`src/rtl/dbi_byte_codec.sv`:
```
module dbi_byte_codec #(
  parameter int LANES  = 2,
  parameter int LANE_W = 8
) (
  input  logic                      clk,
  input  logic                      rst_n,
  input  logic                      wr_inv_en,
  input  logic                      rd_inv_en,
  input  logic                      tx_valid,
  input  logic                      tx_is_wr,
  input  logic                      tx_masked,
  input  logic [LANES*LANE_W-1:0]   tx_data,
  input  logic [LANES-1:0]          tx_mask,
  output logic                      tx_out_valid,
  output logic [LANES*LANE_W-1:0]   tx_out_data,
  output logic [LANES-1:0]          tx_out_dmi,
  input  logic                      rx_valid,
  input  logic                      rx_is_wr,
  input  logic                      rx_masked,
  input  logic [LANES*LANE_W-1:0]   rx_data,
  input  logic [LANES-1:0]          rx_dmi,
  output logic                      rx_out_valid,
  output logic [LANES*LANE_W-1:0]   rx_out_data,
  output logic [LANES-1:0]          rx_be
);
  localparam int DW   = LANES * LANE_W;
  localparam int CW   = $clog2(LANE_W + 1);
  localparam int HALF = LANE_W / 2;

  function automatic logic [CW-1:0] ones(input logic [LANE_W-1:0] b);
    logic [CW-1:0] n;
    n = '0;
    for (int k = 0; k < LANE_W; k++) n = n + CW'(b[k]);
    return n;
  endfunction

  logic tx_inv, tx_mmode, rx_inv, rx_mmode;
  assign tx_inv   = tx_is_wr ? wr_inv_en : rd_inv_en;
  assign tx_mmode = tx_masked & tx_is_wr;
  assign rx_inv   = rx_is_wr ? wr_inv_en : rd_inv_en;
  assign rx_mmode = rx_masked & rx_is_wr;

  logic [DW-1:0]    tx_nx_data, rx_nx_data;
  logic [LANES-1:0] tx_nx_dmi, rx_nx_be;

  for (genvar i = 0; i < LANES; i++) begin : g_lane
    logic [LANE_W-1:0] tb, rb;
    logic tx_heavy, rx_heavy, tx_drop;
    assign tb       = tx_data[i*LANE_W +: LANE_W];
    assign rb       = rx_data[i*LANE_W +: LANE_W];
    assign tx_heavy = ones(tb) > CW'(HALF);
    assign rx_heavy = ones(rb) > CW'(HALF);
    assign tx_drop  = tx_mmode & tx_mask[i];

    assign tx_nx_data[i*LANE_W +: LANE_W] =
      tx_drop ? (tx_inv ? {LANE_W{1'b1}} : tb) :
      (tx_inv && tx_heavy) ? ~tb : tb;
    assign tx_nx_dmi[i] = tx_drop ? ~tx_inv : (tx_inv & tx_heavy);

    assign rx_nx_data[i*LANE_W +: LANE_W] = (rx_inv && rx_dmi[i]) ? ~rb : rb;
    assign rx_nx_be[i] = !rx_mmode ? 1'b1 :
                         rx_inv ? !(!rx_dmi[i] && rx_heavy) : !rx_dmi[i];
  end

  always_ff @(posedge clk) begin
    if (!rst_n) begin
      tx_out_valid <= 1'b0;
      tx_out_data  <= '0;
      tx_out_dmi   <= '0;
      rx_out_valid <= 1'b0;
      rx_out_data  <= '0;
      rx_be        <= '0;
    end else begin
      tx_out_valid <= tx_valid;
      tx_out_data  <= tx_nx_data;
      tx_out_dmi   <= tx_nx_dmi;
      rx_out_valid <= rx_valid;
      rx_out_data  <= rx_nx_data;
      rx_be        <= rx_nx_be;
    end
  end

  p_latency_r10: assert property (@(posedge clk) disable iff (!rst_n)
    tx_valid |=> tx_out_valid);

  p_rx_latency_r10: assert property (@(posedge clk) disable iff (!rst_n)
    rx_valid |=> rx_out_valid);

  p_read_be_r9: assert property (@(posedge clk) disable iff (!rst_n)
    (rx_valid && !rx_is_wr) |=> (rx_be == {LANES{1'b1}}));

  p_mask_plain_r7: assert property (@(posedge clk) disable iff (!rst_n)
    (rx_valid && rx_masked && rx_is_wr && !wr_inv_en) |=> (rx_be == ~$past(rx_dmi)));

  p_pass_r3: assert property (@(posedge clk) disable iff (!rst_n)
    (tx_valid && !tx_inv && !tx_mmode) |=>
      (tx_out_data == $past(tx_data) && tx_out_dmi == '0));

  for (genvar j = 0; j < LANES; j++) begin : g_chk
    p_inv_light_r1: assert property (@(posedge clk) disable iff (!rst_n)
      (tx_valid && tx_inv) |=>
        (!tx_out_dmi[j] || $countones(tx_out_data[j*LANE_W +: LANE_W]) < HALF));
  end
endmodule

```
`config.mk`:
```
export PLATFORM = sky130hd
export DESIGN_NAME = dbi_byte_codec
export DESIGN_NICKNAME = d
export VERILOG_FILES = /design/src/rtl/dbi_byte_codec.sv
export SDC_FILE = /design/constraint.sdc
export NUM_CORES = 1
export LEC_CHECK = 0
export ABC_CLOCK_PERIOD_IN_PS = 3980
export CAP_MARGIN = 20
export CORE_MARGIN = 1
export CORE_UTILIZATION = 45
export CTS_BUF_LIST = sky130_fd_sc_hd__clkbuf_4 sky130_fd_sc_hd__clkbuf_8
export DETAILED_ROUTE_END_ITERATION = 7
export PLACE_DENSITY = 0.82
export SLEW_MARGIN = 20
export SYNTH_ARGS = -nofsm -noshare
export SYNTH_HDL_FRONTEND = slang
export SYNTH_SLANG_ARGS = --single-unit
```
`constraint.sdc`:
```
create_clock -name clk -period 3.98 [get_ports clk]
set_input_delay 0.398 -clock clk [delete_from_list [all_inputs] [get_ports clk]]
set_output_delay 0.398 -clock clk [all_outputs]
set_load 0.005 [all_outputs]
```
# ---- After elaboration in Yosys (flattened, before gate mapping)
# Index checks and enable logic that the tools add are counted.
dict set report classes {
  addsub 28
  n_lt_le_gt_ge 4
  n_mux 16
  bitwise_logic 11
  n_reduce_logical 10
}
# cell count
set ops {}
lappend ops {{$add 4x1->4} 16}
lappend ops {{$mux 8} 8}
lappend ops {{$not 8->8} 4}
lappend ops {{$add 3x1->4} 4}
lappend ops {{$gt 4x3->1 const B} 4}
lappend ops {{$add 2x1->3} 4}
lappend ops {{$add 1x1->2} 4}
lappend ops {{$mux 1} 8}
lappend ops {{$and 1x1->1} 6}
lappend ops {{$logic_and 1x1->1} 6}
lappend ops {{$logic_not 1->1} 4}
lappend ops {{$not 1->1} 1}
dict set report totals {
  reg_bits 38
  out_inout_bits 38
  wordCells 75
}

# ---- Logic depth before layout (Yosys ltp)
dict set report depth {
  ltp_word 12
  depth_mapped 12
  depth_no_buf 11
}

# ---- Least setup slack after synthesis
# OpenSTA, ideal clock, no wires.
dict set report synth_timing {
  kind {in2reg}
  start {in tx_data[8]}
  end {reg tx_out_dmi[1]}
  setup_time_ns 0.115
  t_arrival_ns 3.228
  setup_slack_ns 0.638
  stages 12
  path_buffers 1
  cell_sequence {inv_1 -> fa_1 -> fa_1 -> fa_1 -> inv_1 -> ha_1 -> fa_1 -> xnor2_1 -> o22ai_1 -> and3_4 -> buf_6 -> o21a_1}
}
dict set report synth_via {
  elab_chain_len 10
}
# item line
set synth_rtl {}
lappend synth_rtl {{start: declaration} 12} ;# input logic [LANES*LANE_W-1:0] tx_data,
lappend synth_rtl {{$add 1x1->2} 33} ;# for (int k = 0; k < LANE_W; k++) n = n + CW'(b[k]);
lappend synth_rtl {{$add 2x1->3} 33}
lappend synth_rtl {{$add 3x1->4} 33}
lappend synth_rtl {{$add 4x1->4 (4 in series)} 33}
lappend synth_rtl {{$gt 4x3->1} 51} ;# assign tx_heavy = ones(tb) > CW'(HALF);
lappend synth_rtl {{$and 1x1->1} 58} ;# assign tx_nx_dmi[i] = tx_drop ? ~tx_inv : (tx_inv & tx_heavy);
lappend synth_rtl {{$mux 1} 58}
lappend synth_rtl {{end signal: assignment} 76} ;# tx_out_dmi <= tx_nx_dmi;
lappend synth_rtl {{end: declaration} 16} ;# output logic [LANES-1:0] tx_out_dmi,
# Every way passes these cells.
# A chain may end at the register's enable or synchronous reset.

# ---- Final worst setup path
dict set report layout_timing {
  start {in tx_data[0]}
  end {reg tx_out_dmi[0]}
}
# The elaborated chain is that of the path after synthesis.

==> impl_metrics.yaml <==
status:
  outcome: "finished, final reports clean"
final_layout:
  area_delta_synth_final_pct: 46.5
  final_nets: 390
  drive_above_1_share_pct: 5.71
  final_util_pct: 70.4
  final_cell_area_mm2: 0.00313
  diodes: 0
  fin_cells: 367
drt:
  avgRoutedWirePerCell_um: 12.5
  route.detailed.drc: 0
  drt_wl_total_mm: 4.60
  drtIter0Drc: 56
  viasPerCell: 4.77
  dr.pass1.iters: 6
  via_count: 1749
  ant_nets: 0
cts:
  postCtsSetupBuffers: 0
  clockBufferDepth: 2
  cts_hold_buf: 0
  cts_sinks: 38
  numCtsBuffers: 5
  htreeDepth: 2
  clkTransAtPathRegs_ns: 0.07
  root_buffer: "clkbuf_8"
  ctsResizeCount: 0
  cts_tree: "yes"
yosys:
  avgSynthCellArea_um2: 9.49
  netlist.area_leader.share_pct: 35.6
  mappedNetlistArea_mm2: 0.00213
  synth_top_area_cell: "dfxtp_1"
  yosys-top-cells-count: "48 x inv_1, 38 x dfxtp_1, 20 x o22ai_1"
  yosys_most_used_dff: "dfxtp_1"
  ys_seq_area_share_pct: 35.6
  synth_edf_count: 0
  synth_most_common_cell: "inv_1"
  synth.distinct_cells: 24
  synthArstFlopShare_pct: 0
  syn_nets: 299
  yosys_warnings: 0
  synth_area_leaders: "dfxtp_1 36%, fa_1 15%, inv_1 8.4%"
  syn_inst: 225
  ys_ff_latch: 38
sta:
  setup_viol_count_final: 0
  fin_crit_sh_pct: 94.7
  holdWs_ns: 0.687
  slew_headroom_pct: 54.1
  worstMarginPinSlew_ns: 0.686
  rsz0062_at_grt: "false"
  clock.fmax_ghz: 0.265
  hold_viol: 0
  slew_violations: 0
  fin_ws_ns: 0.211
  tns_ns: 0
  period_needed_ns: 3.77
critical_path:
  crit_family: "adder cells"
  crit_path_end_kind: "flip-flop"
  max_stage_delay_ns: 0.55
  path_cells: "clkdlybuf4s50_1 > inv_1 > fa_1 > fa_1 > fa_1 > inv_1 > ha_1 > fa_1 > xnor2_1 > o22ai_1 > and3_1 > o21a_1"
  cp.required_ns: 4.16
  crit_buf_inv: 3
  crit_fanout: 9
  cp_common_cell: "fa_1"
  arrival_ns: 3.95
  cp-start-kind: "input port"
  slowest_stage: "fa_1"
  crit_type: "input port to flip-flop"
pwr:
  total_power_mw: 1.17
  power.density_mw_per_mm2: 374
  p_leak_nw: 1.41
  vdd_drop_max_v: 0.000157
floorplanning:
  die-area_mm2: 0.00502
  design.core.area_mm2: 0.00444
  start_util_pct: 48.0
  die_h_um: 70.9
  ios: 84
  die_w_um: 70.9
  core.rowCount: 24
global_routing:
  antenna_found_initial: 0
  grt_max_degree: 22
  grt_pass1_vias: 1705
  grt_pass1_wl_mm: 7.73
  grtUsageTotal_pct: 20.1
  overflow: 0
placed_design:
  dp_cells: 361
  io_buffers: 83
  dp_hpwl_mm: 3.58
  dpl-instance-area_mm2: 0.00304
  preCtsSetupSlack_ns: -0.0518
  globalplace.congestion: 0.780
run:
  drv_cap: 0
min_path:
  hold_path_class: "input port to flip-flop"
[report_power, final]
group / internal, mW / total [mW] / leakage (nW) / switching (mW)
clock: 0.134 / 0.264 / 0.0431 / 0.130
sequential: 0.429 / 0.440 / 0.317 / 0.0114
combinational: 0.260 / 0.465 / 1.05 / 0.204
total: 0.823 / 1.17 / 1.41 / 0.346
[cells in the final DEF, fill, tap and decap left out, types with 6 or more instances in the layout]
cell	n
a21oi_1	6
and2_1	18
buf_4	7
clkbuf_8	6
clkdlybuf4s50_1	83
dfxtp_1	38
fa_1	16
ha_1	12
inv_1	48
nand2_1	17
o22ai_1	20
xnor2_1	18
[cell families (layout without fill, tap and decap cells)]
family	count (synthesis)	in the layout	share of synthesized area, %
buf+inv	54	144	10.3
simple gates	51	51	13.1
flops	38	38	35.6
compound gates	34	34	10.2
fa+ha+maj	28	28	22.0
mux	2	2	1.41
xor+xnor	18	18	7.39
[registers in the layout (all words and copies together) (netlist names)]
signal / flops
tx_out_valid: 1
rx_be: 2
tx_out_dmi: 2
rx_out_data: 16
rx_out_valid: 1
tx_out_data: 16
[path summary, 6_finish.rpt]
path / startpoint / to / slack, ns / cells past startpoint
setup / recovery: tx_data[0] / tx_out_dmi[0]$_SDFF_PN0_ / 0.21 / 12
hold / removal: rx_valid / rx_out_valid$_SDFF_PN0_ / 0.69 / 2
[layer usage]
layer	vias up	track usage [%]	part of all wire (%)
met2	49	36.1	52
met1	799	23.2	41
met3	9	4.42	4.2
li1	892	-	-
met4	0	8.22	1.9
met5	-	0	0
[cell type report]
class	count	area, um2
fill	367	1320
multi-input combinational	133	1150
timing repair buffer	90	883
sequential	38	761
inverter	48	180
clock buffer	6	82.6
tap	52	65.1
No activity file was read; power rests on OpenSTA's default activity.
